File: config.mk
export PLATFORM = sky130hd
export DESIGN_NAME = light_conv_seq
export DESIGN_NICKNAME = d
export VERILOG_FILES = /design/src/rtl/lcs_pkg.sv /design/src/rtl/lcs_win_timer.sv /design/src/rtl/lcs_pulse_acc.sv /design/src/rtl/lcs_seq_ctrl.sv /design/src/rtl/light_conv_seq.sv
export SDC_FILE = /design/constraint.sdc
export NUM_CORES = 1
export LEC_CHECK = 0
export BUFFER_PORTS_ARGS = -buffer_cell sky130_fd_sc_hd__buf_2
export CAP_MARGIN = 20
export CORE_MARGIN = 2
export CORE_UTILIZATION = 60
export DETAILED_ROUTE_END_ITERATION = 6
export HOLD_SLACK_MARGIN = 0.12
export PLACE_DENSITY = 0.83
export SYNTH_ARGS = -nofsm -noshare
export SYNTH_HDL_FRONTEND = slang
export SYNTH_SLANG_ARGS = --single-unit
export TNS_END_PERCENT = 1
File: constraint.sdc
create_clock -name clk_i -period 4.28 [get_ports clk_i]
set_input_delay 0.856 -clock clk_i [delete_from_list [all_inputs] [get_ports clk_i]]
set_output_delay 0.856 -clock clk_i [all_outputs]
set_load 0.05 [all_outputs]
File: src/rtl/lcs_pkg.sv
package lcs_pkg;

  typedef enum logic [1:0] {
    MODE_OFF  = 2'd0,
    MODE_CH1  = 2'd1,
    MODE_CH2  = 2'd2,
    MODE_DIFF = 2'd3
  } mode_e;

  // last count value of an internal window: 2^(step*(res+1)) - 1
  function automatic logic [31:0] win_limit(input logic [1:0] res, input int unsigned step);
    int unsigned n;
    n = step * (32'(res) + 32'd1);
    if (n >= 32) return 32'hFFFF_FFFF;
    return (32'd1 << n) - 32'd1;
  endfunction

endpackage

File: src/rtl/lcs_win_timer.sv
module lcs_win_timer
  import lcs_pkg::*;
#(
  parameter int DATA_W   = 16,
  parameter int RES_STEP = 4
) (
  input  logic              clk_i,
  input  logic              rst_ni,
  input  logic              run_i,
  input  logic              clear_i,
  input  logic              ext_i,
  input  logic [1:0]        res_i,
  input  logic              sync_i,
  output logic              win_end_o,
  output logic [DATA_W-1:0] cyc_o
);

  localparam logic [DATA_W-1:0] CNT_MAX = '1;

  logic [DATA_W-1:0] cyc_q;
  logic [DATA_W-1:0] limit;

  assign limit = DATA_W'(win_limit(res_i, RES_STEP));

  always_ff @(posedge clk_i or negedge rst_ni) begin
    if (!rst_ni) begin
      cyc_q <= '0;
    end else if (clear_i) begin
      cyc_q <= '0;
    end else if (run_i && (cyc_q != CNT_MAX)) begin
      cyc_q <= cyc_q + 1'b1;
    end
  end

  assign win_end_o = run_i && (ext_i ? sync_i : (cyc_q == limit));
  assign cyc_o     = cyc_q;

endmodule

File: src/rtl/lcs_pulse_acc.sv
module lcs_pulse_acc #(
  parameter int DATA_W = 16
) (
  input  logic              clk_i,
  input  logic              rst_ni,
  input  logic              run_i,
  input  logic              clear_i,
  input  logic              pulse_i,
  output logic [DATA_W-1:0] sum_o
);

  localparam logic [DATA_W-1:0] ACC_MAX = '1;

  logic [DATA_W-1:0] acc_q;

  // running total including this cycle's pulse, clamped
  assign sum_o = (acc_q == ACC_MAX) ? ACC_MAX : acc_q + DATA_W'(pulse_i);

  always_ff @(posedge clk_i or negedge rst_ni) begin
    if (!rst_ni) begin
      acc_q <= '0;
    end else if (clear_i) begin
      acc_q <= '0;
    end else if (run_i) begin
      acc_q <= sum_o;
    end
  end

endmodule

File: src/rtl/lcs_seq_ctrl.sv
module lcs_seq_ctrl
  import lcs_pkg::*;
#(
  parameter int DATA_W  = 16,
  parameter int RANGE_W = 2
) (
  input  logic               clk_i,
  input  logic               rst_ni,
  input  logic [1:0]         mode_i,
  input  logic               ext_i,
  input  logic [1:0]         res_i,
  input  logic [RANGE_W-1:0] range_i,
  input  logic               sync_i,
  input  logic               win_end_i,
  input  logic [DATA_W-1:0]  sum_i,
  input  logic [DATA_W-1:0]  cyc_i,
  output logic               active_o,
  output logic               clear_o,
  output logic               ext_q_o,
  output logic [1:0]         res_q_o,
  output mode_e              mode_q_o,
  output logic [RANGE_W-1:0] range_o,
  output logic               chan_o,
  output logic [DATA_W-1:0]  result_o,
  output logic [DATA_W-1:0]  timer_o,
  output logic               done_o
);

  mode_e              mode_in, mode_q;
  logic               active_q, phase_q, ext_q, done_q;
  logic [1:0]         res_q;
  logic [RANGE_W-1:0] range_q;
  logic [DATA_W-1:0]  first_q, result_q, timer_q, diff;
  logic               start, abort, end_ok, seq_last;

  assign mode_in  = mode_e'(mode_i);
  assign start    = !active_q && (mode_in != MODE_OFF) && (!ext_i || sync_i);
  assign abort    = active_q && (mode_in == MODE_OFF);
  assign end_ok   = win_end_i && !abort;
  assign seq_last = (mode_q != MODE_DIFF) || phase_q;
  assign diff     = (first_q > sum_i) ? first_q - sum_i : '0;

  always_ff @(posedge clk_i or negedge rst_ni) begin
    if (!rst_ni) begin
      mode_q   <= MODE_OFF;
      active_q <= 1'b0;
      phase_q  <= 1'b0;
      ext_q    <= 1'b0;
      res_q    <= '0;
      range_q  <= '0;
      first_q  <= '0;
      result_q <= '0;
      timer_q  <= '0;
      done_q   <= 1'b0;
    end else begin
      done_q <= 1'b0;
      // configuration is sampled once per window, at its start
      if (start || end_ok) begin
        ext_q   <= ext_i;
        res_q   <= res_i;
        range_q <= range_i;
      end
      if (start) begin
        active_q <= 1'b1;
        mode_q   <= mode_in;
        phase_q  <= (mode_in == MODE_CH2);
      end else if (abort) begin
        active_q <= 1'b0;
        phase_q  <= 1'b0;
      end else if (end_ok) begin
        if (!seq_last) begin
          first_q <= sum_i;
          phase_q <= 1'b1;
        end else begin
          result_q <= (mode_q == MODE_DIFF) ? diff : sum_i;
          timer_q  <= cyc_i;
          done_q   <= 1'b1;
          mode_q   <= mode_in;
          phase_q  <= (mode_in == MODE_CH2);
        end
      end
    end
  end

  assign active_o = active_q;
  assign clear_o  = start || end_ok;
  assign ext_q_o  = ext_q;
  assign res_q_o  = res_q;
  assign mode_q_o = mode_q;
  assign range_o  = range_q;
  assign chan_o   = phase_q;
  assign result_o = result_q;
  assign timer_o  = timer_q;
  assign done_o   = done_q;

endmodule

File: src/rtl/light_conv_seq.sv
module light_conv_seq
  import lcs_pkg::*;
#(
  parameter int DATA_W   = 16,
  parameter int RES_STEP = 4,
  parameter int RANGE_W  = 2
) (
  input  logic               clk_i,
  input  logic               rst_ni,
  input  logic [1:0]         mode_i,
  input  logic               ext_time_i,
  input  logic               sync_i,
  input  logic [1:0]         res_i,
  input  logic [RANGE_W-1:0] range_i,
  input  logic               pulse_i,
  output logic               chan_o,
  output logic [RANGE_W-1:0] range_o,
  output logic [DATA_W-1:0]  result_o,
  output logic [DATA_W-1:0]  timer_o,
  output logic               done_o
);

  logic              active, clear, ext_q, win_end;
  logic [1:0]        res_q;
  logic [DATA_W-1:0] sum, cyc;
  mode_e             mode_q;

  lcs_win_timer #(.DATA_W(DATA_W), .RES_STEP(RES_STEP)) u_timer (
    .clk_i     (clk_i),
    .rst_ni    (rst_ni),
    .run_i     (active),
    .clear_i   (clear),
    .ext_i     (ext_q),
    .res_i     (res_q),
    .sync_i    (sync_i),
    .win_end_o (win_end),
    .cyc_o     (cyc)
  );

  lcs_pulse_acc #(.DATA_W(DATA_W)) u_acc (
    .clk_i   (clk_i),
    .rst_ni  (rst_ni),
    .run_i   (active),
    .clear_i (clear),
    .pulse_i (pulse_i),
    .sum_o   (sum)
  );

  lcs_seq_ctrl #(.DATA_W(DATA_W), .RANGE_W(RANGE_W)) u_ctrl (
    .clk_i     (clk_i),
    .rst_ni    (rst_ni),
    .mode_i    (mode_i),
    .ext_i     (ext_time_i),
    .res_i     (res_i),
    .range_i   (range_i),
    .sync_i    (sync_i),
    .win_end_i (win_end),
    .sum_i     (sum),
    .cyc_i     (cyc),
    .active_o  (active),
    .clear_o   (clear),
    .ext_q_o   (ext_q),
    .res_q_o   (res_q),
    .mode_q_o  (mode_q),
    .range_o   (range_o),
    .chan_o    (chan_o),
    .result_o  (result_o),
    .timer_o   (timer_o),
    .done_o    (done_o)
  );

endmodule

== Word level (Yosys, flattened, before mapping) ==
Cells that the tools add are included.
Widths: inputs -> output; s select.

* Word-level logic and storage cells: 78
* Bits in registers: 90
* Input port bits: 11
* Output and inout bits: 36

* Order comparisons: 2
* Muxes and demuxes: 25
* Reduce and logical (&&, ||, !) cells: 23
* Equality and inequality tests: 7
* Bitwise logic cells: 3
* Shifts and indexed selects: 1
* $add $sub $neg: 5

{| class="wikitable"
|+ Operator list
! operator !! number
|-
| $mux 16 || 9
|-
| $ge 32x6->1 const B || 1
|-
| $shl 1x32->16 const A || 1
|-
| $add 16x1->16 || 1
|-
| $add 16x1->16 const B || 1
|-
| $eq 16x16->1 || 1
|-
| $eq 16x16->1 const B || 1
|-
| $gt 16x16->1 || 1
|-
| $ne 16x16->1 const B || 1
|-
| $sub 16x1->16 const B || 1
|-
| $sub 16x16->16 || 1
|-
| $mux 1 || 12
|-
| $reduce_bool 2->1 || 6
|-
| $mux 2 || 4
|-
| $reduce_and 4->1 || 2
|-
| $logic_and 1x1->1 || 6
|-
| $eq 2x2->1 const B || 2
|-
| $add 2x1->3 const B || 1
|-
| $logic_not 1->1 || 3
|-
| $logic_or 1x1->1 || 3
|-
| $not 1->1 || 3
|-
| $reduce_and 3->1 || 1
|-
| $reduce_bool 3->1 || 1
|-
| $logic_not 2->1 || 1
|-
| 2 further kinds || 2
|}

== Longest topological paths before layout ==
Gate-level depths: netlist of the first run.

* Word-level depth: 11
* Mapped depth: 17
* Gate-level depth less buffers: 14

== Modules after synthesis ==
From an unflattened synthesis of the first run, not the netlist that was laid out.

* Cell total of the unflattened synthesis: 561
* Area, all modules: 5501.5 sq um

{| class="wikitable"
|+ By module, submodules not included
! module !! area an instance (sq um) !! sequential area each (sq um) !! cells each !! times used
|-
| lcs_seq_ctrl || 3275.6 || 1451.4 || 316 || 1
|-
| lcs_pulse_acc || 1184.9 || 400.4 || 141 || 1
|-
| lcs_win_timer || 1041.0 || 400.4 || 104 || 1
|}

== Worst setup path after synthesis of the first run ==
OpenSTA, ideal clock, no wires.

* Path kind: input to register
* Start point: input pulse_i
* End point: register u_ctrl.result_q[10], in the netlist u_ctrl.result_o[10]
* Path slack: 0.326 ns
* Required time: 4.157 ns
* Library setup time: 0.123 ns
* Buffers on the path: 3
* Cell stages on the path: 16
* Arrival time: 3.830 ns
* Cells stage by stage: ha_1 ha_1 nand4_1 o221a_2 a21oi_1 inv_1 ha_1 clkbuf_1 and3_1 nand2_1 a21oi_1 or3b_2 clkbuf_1 clkbuf_1 a32oi_1 a21oi_2

* Word-level cells in the longest chain between the ends: 5
* Elaborated cells on any way between the ends: 6
* Classes of those cells: 2 x add/sub; 1 x order compare; 3 x mux

{| class="wikitable"
|+ Ends and longest elaborated chain
! what !! line !! source
|-
| from (decl) || light_conv_seq.sv:15 || <nowiki>input logic pulse_i,</nowiki>
|-
| $add 16x1->16 * || lcs_pulse_acc.sv:17 || <nowiki>assign sum_o = (acc_q == ACC_MAX) ? ACC_MAX : acc_q + DATA_W'(pulse_i);</nowiki>
|-
| $mux 16 * || lcs_pulse_acc.sv:17 ||
|-
| $sub 16x16->16 / $gt 16x16->1 (equally long branches) || lcs_seq_ctrl.sv:41 || <nowiki>assign diff = (first_q > sum_i) ? first_q - sum_i : '0;</nowiki>
|-
| $mux 16 || lcs_seq_ctrl.sv:41 ||
|-
| $mux 16 * || lcs_seq_ctrl.sv:75 || <nowiki>result_q <= (mode_q == MODE_DIFF) ? diff : sum_i;</nowiki>
|-
| to (signal assigned) || lcs_seq_ctrl.sv:75 ||
|-
| to (decl) || lcs_seq_ctrl.sv:33 || <nowiki>logic [DATA_W-1:0] first_q, result_q, timer_q, diff;</nowiki>
|}

Mark *: on every way between the ends. The rest lies on a longest branch, timed or not.
A chain may end at the register's enable or synchronous reset.

== Worst setup path in the final report of the first run ==
* Start point: register u_acc.acc_q[9]
* End point: register u_ctrl.result_q[13], in the netlist u_ctrl.result_o[13]

* Word-level cells in the longest chain between the ends: 5
* Elaborated cells on any way between the ends: 7
* Classes of those cells: 2 x add/sub; 1 x order compare; 1 x eq/ne; 3 x mux

{| class="wikitable"
|+ Ends and longest elaborated chain
! what !! line !! source
|-
| from (decl) || lcs_pulse_acc.sv:14 || <nowiki>logic [DATA_W-1:0] acc_q;</nowiki>
|-
| from (signal assigned) || lcs_pulse_acc.sv:25 || <nowiki>acc_q <= sum_o;</nowiki>
|-
| $add 16x1->16 / $eq 16x16->1 (equally long branches) || lcs_pulse_acc.sv:17 ||
|-
| $mux 16 * || lcs_pulse_acc.sv:17 ||
|-
| $sub 16x16->16 / $gt 16x16->1 (equally long branches) || lcs_seq_ctrl.sv:41 ||
|-
| $mux 16 || lcs_seq_ctrl.sv:41 ||
|-
| $mux 16 * || lcs_seq_ctrl.sv:75 ||
|}

Marks and branches as above.

==> impl_metrics.toml, run 1 <==
[finish]
utilization = 0.6773
fin_nets = 703
diodes = 0
syn_to_final_growth_pct = 9.791
drive_gt1_frac = 0.1503

[synthesis]
synth_seq_cells = 90
synth_fp_nets = 661
async_flop_share = 1.000
yosysSeqAreaShare = 0.4186
synth_edf_count = 0
synthTopCellsByArea = "dfrtp_1 42%, nand2_1 7.5%, ha_1 5.6%"
syn_area_mm2 = 0.005380
netlist_instances = 625
yosysTopAreaCellShare = 0.4186
synthTopCellsByCount = "108 x nand2_1, 90 x dfrtp_1, 57 x nor2_1"
ys_warn_count = 0
yosysTopAreaCell = "dfrtp_1"
ys_types = 59
ys.flop_type = "dfrtp_1"
syn_area_per_cell_um2 = 8.608
synth.most_common_cell = "nand2_1"

[clock_tree]
cts-htree-levels = 3
cts_root_buffer = "clkbuf_8"
clk_latency_ns = 0.37
post_cts_buffers = 0
cts_tree = "yes"
clock-sinks = 90
ctsResizeCount = 0
postCtsHoldBufs = 0
numCtsBuffers = 9
clock_path_buffers = 2
clk_pin_slew_ns = 0.10

[route]
routed_wl_mm = 13.86
topRoutingLayerUsed = "met4"
wl_per_cell_um = 17.76
vias_per_cell = 6.319
met2_length_mm = 6.361
postRouteAntennaNets = 0
wl_met3_mm = 1.022
first_iter_violations = 357
drt_drc_violations_left = 0
vias = 4929
drt-met1-wl_mm = 6.163
dr.pass1.iters = 5

[grt]
grt_pass1_vias = 4707
grt_pass1_wl_mm = 22.59
grt_start_max_net_pins = 67
globalRouteTotalUtil = 0.2876
grt.overflow.total = 0
antenna_found_initial = 0

[timing]
rsz0062_at_grt = "no"
slew_headroom = 0.4491
final_max_slew_viol_count = 0
fin_skew_ns = 0.01647
min_period_over_period = 0.9608
tightest_slew_ns = 0.8264
finalHoldViolations = 0
fin_crit_ns = 4.112
fmax_mhz = 243.2
setup_viol = 0
setup_tns_ns = 0

[pwr]
seqPwrFrac = 0.339
p_clk_frac = 0.168
power.total_w = 0.003465
intPower_w = 0.001787
switching_share = 0.4842
p_comb_frac = 0.493
powerDensity_mw_per_mm2 = 586.6
leakage_nw = 2.788
switchingPower_w = 0.001678
ir_drop_mv = 0.3803

[setup_path]
setup.worst_path.start = "u_acc.acc_q[9]$_DFFE_PN0P_"
reg2reg_slack_ns = 0.17
critical_path_class = "reg -> reg"
start_kind = "flop"
r2r.worst_path.cells = 12
path_cells = "nand4_1 > or2_2 > or3_1 > nand2_1 > inv_1 > ha_1 > a21oi_1 > o21a_1 > a21oi_1 > or3b_2 > and3b_1 > o22a_1"
cpMostUsedCell = "a21oi_1"
worstPathArrival_ns = 4.38
r2r_start = "u_acc.acc_q[9]$_DFFE_PN0P_"
critPathSlowestCell = "or3b_2"
critPathCaptureType = "flop"
r2r_end = "u_ctrl.result_o[13]$_DFFE_PN0P_"
crit_path_max_fanout = 16
critPathMaxStageDelay_ns = 0.66
required_ns = 4.54

[min_path]
hold_path_class = "reg -> reg"
holdPathStages = 2
hold_end = "u_ctrl.timer_o[12]$_DFFE_PN0P_"
hp-start = "u_ctrl.timer_o[12]$_DFFE_PN0P_"

[placement]
io_buffers = 46
place.gp.congestion = 0.9862
hpwl_mm = 9.919

[floorplanning]
design.core.area_mm2 = 0.008721
io_pins = 47
dieArea_mm2 = 0.009741
floorplan.initialDensity = 0.6169
die_h_um = 98.70
rows = 34
die_w_um = 98.70

[job]
max_cap_violations = 0

[outcome]
status = "complete, no violations"
## metal layers
| metal | up-vias | GRT usage |
|---|---|---|
| met5 | - | 0 |
| met4 | 0 | 0.09905 |
| met3 | 29 | 0.04681 |
| met2 | 238 | 0.4479 |
| met1 | 2367 | 0.4133 |
| li1 | 2295 | - |
## metrics by stage
step                cell area (um2)  worst slack, ns  std cells  hold slack (ns)
finish                         5907           0.1677        780           0.4749
global route                   5907          0.05331        780           0.5149
CTS                            5902           0.2865        779           0.4800
detailed placement             5709          0.07478        763           0.4565
global placement               5709           0.1797        763           0.4519
floorplan                      5380           0.3262        625           0.4498
## flip-flops by register name (all words and copies together) (netlist names), 2 cells and up
register and cells:
u_timer.cyc_o 16, u_ctrl.result_o 16, u_ctrl.res_q_o 2, u_ctrl.first_q 16, u_acc.acc_q 16, u_ctrl.mode_q_o 2, u_ctrl.timer_o 16, u_ctrl.range_o 2
## worst max path at each step
stage | endpoint | cells past startpoint
finish | u_ctrl.result_o[13]$_DFFE_PN0P_ | 12
global route | u_ctrl.result_o[5]$_DFFE_PN0P_ | 14
floorplan | u_ctrl.result_o[10]$_DFFE_PN0P_ | 16
detailed placement | u_ctrl.result_o[13]$_DFFE_PN0P_ | 14
global placement | u_ctrl.result_o[4]$_DFFE_PN0P_ | 14
CTS | u_ctrl.result_o[13]$_DFFE_PN0P_ | 12
## cell families (layout without fill, tap and decap cells)
kind of cell	count (synthesis)	in the layout	share of synthesized area
compound gates	152	152	0.1807
xor+xnor	27	27	0.04395
fa+ha+maj	25	25	0.05954
simple gates	259	259	0.2226
flops	90	90	0.4186
mux	14	14	0.02768
buf+inv	58	105	0.04697
## area by class of cell
type | count | area, um2
repair buffers | 62 | 350.3
fillers | 688 | 2814
multi-input cells | 477 | 2875
clock inverters | 6 | 55.05
well taps | 108 | 135.1
flip-flops and latches | 90 | 2252
inverters | 27 | 101.3
clock buffers | 10 | 137.6
## placed cells by master (no fill, tap or decap), types with 12 or more instances in the layout
master	netlist	final
nand4_1	18	18
a21oi_1	37	37
buf_4	2	16
inv_1	26	26
nand2_1	108	108
buf_2	4	45
dfrtp_1	90	90
nand3_1	22	22
nor2_1	57	57
o21ai_0	48	48
nor3_1	12	12
xnor2_1	18	18
ha_1	24	24
## worst max-delay path, delay by kind of cell, from the launching register on
kind	cells	cell delay (ns)
buffers and inverters	1	0.11
adders and majority gates	1	0.41
and+or+nand+nor	6	2.31
AOI/OAI and AO/OA	4	0.73
DFF	1	0.47
## power by group through the flow
stage               logic (W)  registers (W)  clock network, W
global placement      0.00165        0.00118                 0
CTS                   0.00168        0.00117          0.000587
detailed placement    0.00167        0.00119                 0
floorplan            0.000847        0.00158                 0
finish                0.00171        0.00118          0.000582
global route          0.00184        0.00120          0.000614
(Power assumes the default switching activity.)
==> run 2, diff against run 1 <==
- CORE_UTILIZATION: 60 -> 28
- CTS_BUF_LIST: default -> sky130_fd_sc_hd__clkbuf_8 sky130_fd_sc_hd__clkbuf_16
- PLACE_DENSITY: 0.83 -> 0.48
- clock period: 4.28 -> 3.6 ns (I/O delays scaled with it)
==> impl_metrics.toml, run 2 (same netlist as run 1, synthesis figures left out) <==
[outcome]
status = "complete, no violations"

[route]
vias = 5066
routed_wl_mm = 15.49
drt_drc_violations_left = 0
vias_per_cell = 5.026
dr.pass1.iters = 5
wl_per_cell_um = 15.36
postRouteAntennaNets = 0
first_iter_violations = 298

[timing]
worst_slack_ns = 0.07477
min_period_over_period = 0.9792
slew_headroom = 0.5366
rsz0062_at_grt = "yes"
fin_crit_ns = 3.525
setup_viol = 0
setup_tns_ns = 0
finalHoldViolations = 0
final_max_slew_viol_count = 0
fmax_mhz = 283.7
tightest_slew_ns = 0.6951
fin_skew_ns = 0.006250

[setup_path]
critPathCaptureType = "flop"
required_ns = 3.83
start_kind = "flop"
crit_path_max_fanout = 4
critical_path_class = "reg -> reg"
worstPathArrival_ns = 3.76

[floorplanning]
io_pins = 47
die_w_um = 142.6
dieArea_mm2 = 0.02034
rows = 50
floorplan.initialDensity = 0.2867
die_h_um = 142.6
design.core.area_mm2 = 0.01877

[pwr]
powerDensity_mw_per_mm2 = 677.5
ir_drop_mv = 0.1929
leakage_nw = 3.339

[finish]
layout_commonest_cell = "buf_4"
drive_gt1_frac = 0.2713
syn_to_final_growth_pct = 30.33
fin_area_mm2 = 0.007012
final_cell_mix = "118 x buf_4, 108 x nand2_1, 90 x dfrtp_1, 57 x nor2_1, 47 x o21ai_0"
diodes = 0
fin_nets = 805
n_fill_cell = 1908

[placement]
post-place-ws_ns = -0.2608
place.gp.congestion = 0.8761
hpwl_mm = 11.88
io_buffers = 46
placed_cell_area_mm2 = 0.006691

[grt]
grt.overflow.total = 0
grt_pass1_vias = 4879
grt_pass1_wl_mm = 25.25
grt_start_max_net_pins = 53
antenna_found_initial = 0
globalRouteTotalUtil = 0.1605

[min_path]
hold_path_class = "in -> async"

[clock_tree]
clock-sinks = 90
post_cts_buffers = 0
cts_tree = "yes"
cts-htree-levels = 3
clk_pin_slew_ns = 0.07
clk_latency_ns = 0.35
numCtsBuffers = 9
cts_root_buffer = "clkbuf_16"
clock_path_buffers = 2

[job]
max_cap_violations = 0
==> run 2: changes by cell type in the layout (fill, tap and decap cells not counted), sizes merged <==
cell      previous run  this run
clkbuf              11         9
bufinv               0         1
inv                 31        30
clkinv               0         2
buf                 61       164
clkinvlp             2         1
==> run 2: final timing paths <==
path	from	to	slack, ns	depth (start not counted)
max	u_acc.acc_q[9]$_DFFE_PN0P_	u_ctrl.result_o[15]$_DFFE_PN0P_	0.07	16
min	rst_ni	u_ctrl.first_q[2]$_DFFE_PN0P_	0.42	1
max reg2reg	u_acc.acc_q[9]$_DFFE_PN0P_	u_ctrl.result_o[15]$_DFFE_PN0P_	0.07	16
min reg2reg	u_ctrl.timer_o[8]$_DFFE_PN0P_	u_ctrl.timer_o[8]$_DFFE_PN0P_	0.47	2
max in group asynchronous	rst_ni	u_ctrl.mode_q_o[0]$_DFFE_PN0P_	2.43	2
min in group clk_i	u_ctrl.timer_o[8]$_DFFE_PN0P_	u_ctrl.timer_o[8]$_DFFE_PN0P_	0.47	2
==> run 2: layout make-up <==
class,count,area [um2],share of cell area
clock buffers,9,225.2,0.03212
inverters,27,101.3,0.01445
well taps,234,292.8,0.04176
repair buffers,164,1131,0.1613
multi-input cells,477,2930,0.4179
flip-flops and latches,90,2252,0.3212
clock inverters,7,78.83,0.01124
==> run 2: routing by layer <==
metal  global-route usage  up-vias  wire, um
met5                    0        -         0
met4              0.07139        0       484
met3              0.02582       31       593
met2               0.2528      115      6986
met1               0.2174     2411      7421
li1                     -     2509         -
==> run 2: timing repair <==
action                     CTS  global route
setup endpoints to repair    0            16
hold buffers                 0             0
gates resized for setup      0             7
==> run 2: power breakdown <==
group / switching [W] / internal, W / total (W) / leakage (nW)
clock network: 0.000442 / 0.000546 / 0.000988 / 0.149
registers: 0.000164 / 0.00122 / 0.00139 / 1.19
logic: 0.00149 / 0.000887 / 0.00238 / 2.00
==> run 2: critical path, stage by stage, from the launching register on <==
cell,delay (ns)
dfrtp_1,0.36
nand4_1,0.13
or2_4,0.30
nor3_1,0.25
buf_4,0.16
buf_4,0.11
a21o_1,0.11
inv_1,0.11
ha_1,0.32
buf_4,0.15
a21o_1,0.16
a21oi_1,0.31
a2111oi_1,0.16
buf_4,0.16
nor3_1,0.33
xor2_1,0.19
o21ai_1,0.09
==> run 2: metrics by stage <==
stage	hold WS (ns)	total power [W]	util	cells
floorplan	0.4244	0.002918	-	625
global placement	0.4523	0.003736	0.3565	992
detailed placement	0.4579	0.003765	0.3565	992
CTS	0.4362	0.004777	0.3727	1008
global route	0.4689	0.005053	0.3736	1008
finish	0.4160	0.004750	0.3736	1008
==> run 3, diff against run 2 <==
- RECOVER_POWER: default -> 100
- TNS_END_PERCENT: 1 -> default
==> impl_metrics.toml, run 3 (same netlist as run 1, synthesis figures left out) <==
[floorplanning]
rows = 50
io_pins = 47
die_w_um = 142.6
floorplan.initialDensity = 0.2867
dieArea_mm2 = 0.02034
die_h_um = 142.6
design.core.area_mm2 = 0.01877

[finish]
layout_commonest_cell = "buf_4"
final_cell_mix = "109 x buf_4, 108 x nand2_1, 90 x dfrtp_1, 57 x nor2_1, 47 x o21ai_0"
syn_to_final_growth_pct = 29.63
diodes = 0
fin_nets = 806
fin_cells = 1009
drive_gt1_frac = 0.2258

[pwr]
powerDensity_mw_per_mm2 = 684.3
seqPwrFrac = 0.292
leakage_nw = 3.209
ir_drop_mv = 0.1894
intPower_w = 0.002638
p_comb_frac = 0.501
p_clk_frac = 0.207
switchingPower_w = 0.002134
switching_share = 0.4471

[setup_path]
setup.worst_path.start = "u_acc.acc_q[9]$_DFFE_PN0P_"
crit_path_max_fanout = 12
cpMostUsedCell = "nand2_1"
path_cells = "nand4_1 > or2_4 > or3_1 > clkbuf_2 > nand2_1 > inv_1 > ha_1 > and3_1 > nand2_1 > nor4_1 > a211oi_2 > clkbuf_4 > a32oi_1 > a21oi_1"
critPathMaxStageDelay_ns = 0.48
critPathCaptureType = "flop"
critPathSlowestCell = "or3_1"
r2r_start = "u_acc.acc_q[9]$_DFFE_PN0P_"
critical_path_class = "reg -> reg"
required_ns = 3.83
cp_num_buf_inv = 3
start_kind = "flop"
worstPathArrival_ns = 3.70
crit_family = "simple AND/OR/NAND/NOR gates"

[min_path]
hold_path_class = "reg -> reg"
hp-start = "u_ctrl.timer_o[10]$_DFFE_PN0P_"

[clock_tree]
cts-htree-levels = 3
clk_pin_slew_ns = 0.07
cts_tree = "yes"
clock-sinks = 90
cts_root_buffer = "clkbuf_16"
clk_latency_ns = 0.35
clock_path_buffers = 2
numCtsBuffers = 9
post_cts_buffers = 0

[grt]
globalRouteTotalUtil = 0.1605
grt.overflow.total = 0
grt_start_max_net_pins = 53
antenna_found_initial = 0
grt_pass1_vias = 4879
grt_pass1_wl_mm = 25.25

[timing]
worst_slack_ns = 0.1320
hold_ws_ns = 0.4727
final_max_slew_viol_count = 0
setup_tns_ns = 0
rsz0062_at_grt = "no"
finalHoldViolations = 0
tightest_slew_ns = 1.364
setup_viol = 0
slew_headroom = 0.09047
min_period_over_period = 0.9633
fmax_mhz = 288.3
fin_crit_ns = 3.468
fin_skew_ns = 0.006842

[route]
drt_drc_violations_left = 0
routed_wl_mm = 15.65
postRouteAntennaNets = 0
vias = 5074
first_iter_violations = 247
wl_per_cell_um = 15.51
vias_per_cell = 5.029
dr.pass1.iters = 5

[outcome]
status = "complete, no violations"

[placement]
io_buffers = 46
place.gp.congestion = 0.8761
post-place-cells = 992
hpwl_mm = 11.88
post-place-ws_ns = -0.2608

[job]
max_cap_violations = 0
==> run 3: metrics by stage <==
stage / area [um2] / util / power [W]
6_report: 6974 / 0.3716 / 0.004772
5_1_grt: 6974 / 0.3716 / 0.005069
4_1_cts: 6995 / 0.3727 / 0.004777
3_5_place_dp: 6691 / 0.3565 / 0.003765
3_3_place_gp: 6691 / 0.3565 / 0.003736
2_1_floorplan: 5433 / - / 0.002918
==> run 3: layout make-up <==
| type | instances | area [um2] |
|---|---|---|
| clock inverters | 7 | 78.83 |
| fillers | 1923 | 11790 |
| multi-input cells | 478 | 2960 |
| repair buffers | 164 | 1064 |
| clock buffers | 9 | 225.2 |
| flip-flops and latches | 90 | 2252 |
| inverters | 27 | 101.3 |
| well taps | 234 | 292.8 |
==> run 3: per-layer routing <==
layer	vias to the layer above	part of all wire	global-route usage
met5	-	0	0
met4	0	0.029	0.07139
met3	29	0.038	0.02582
met2	103	0.45	0.2528
met1	2433	0.49	0.2174
li1	2509	-	-
==> run 3: power by group through the flow <==
| stage | Combinational (W) | Sequential, W | Clock, W |
|---|---|---|---|
| after floorplan | 0.00103 | 0.00189 | 0 |
| after global placement | 0.00234 | 0.00140 | 0 |
| after detailed placement | 0.00236 | 0.00141 | 0 |
| after CTS | 0.00237 | 0.00139 | 0.00102 |
| after global routing | 0.00259 | 0.00142 | 0.00106 |
| final | 0.00239 | 0.00139 | 0.000987 |
==> run 3: worst paths after layout <==
path / to / slack (ns) / cells past startpoint
worst max-delay path: u_ctrl.result_o[7]$_DFFE_PN0P_ / 0.13 / 14
worst min-delay path: u_ctrl.timer_o[10]$_DFFE_PN0P_ / 0.47 / 2
worst max register to register: u_ctrl.result_o[7]$_DFFE_PN0P_ / 0.13 / 14
worst min register to register: u_ctrl.timer_o[10]$_DFFE_PN0P_ / 0.47 / 2
max in group asynchronous: u_ctrl.chan_o$_DFFE_PN0P_ / 1.27 / 2
min in group asynchronous: u_ctrl.first_q[2]$_DFFE_PN0P_ / 0.68 / 1
==> run 3: worst register-to-register path: cells and delay by family, from the launching register on <==
| kind | cells | cell delay, ns |
|---|---|---|
| adders and majority gates | 1 | 0.32 |
| and+or+nand+nor | 7 | 1.64 |
| buffers and inverters | 3 | 0.53 |
| AOI/OAI and AO/OA | 3 | 0.50 |
| DFF | 1 | 0.36 |
==> run 3: what timing repair did <==
item,CTS,global route
endpoints found under the hold margin,0,0
hold buffers,0,0
endpoints found under the setup margin,0,16
resized for setup,0,13
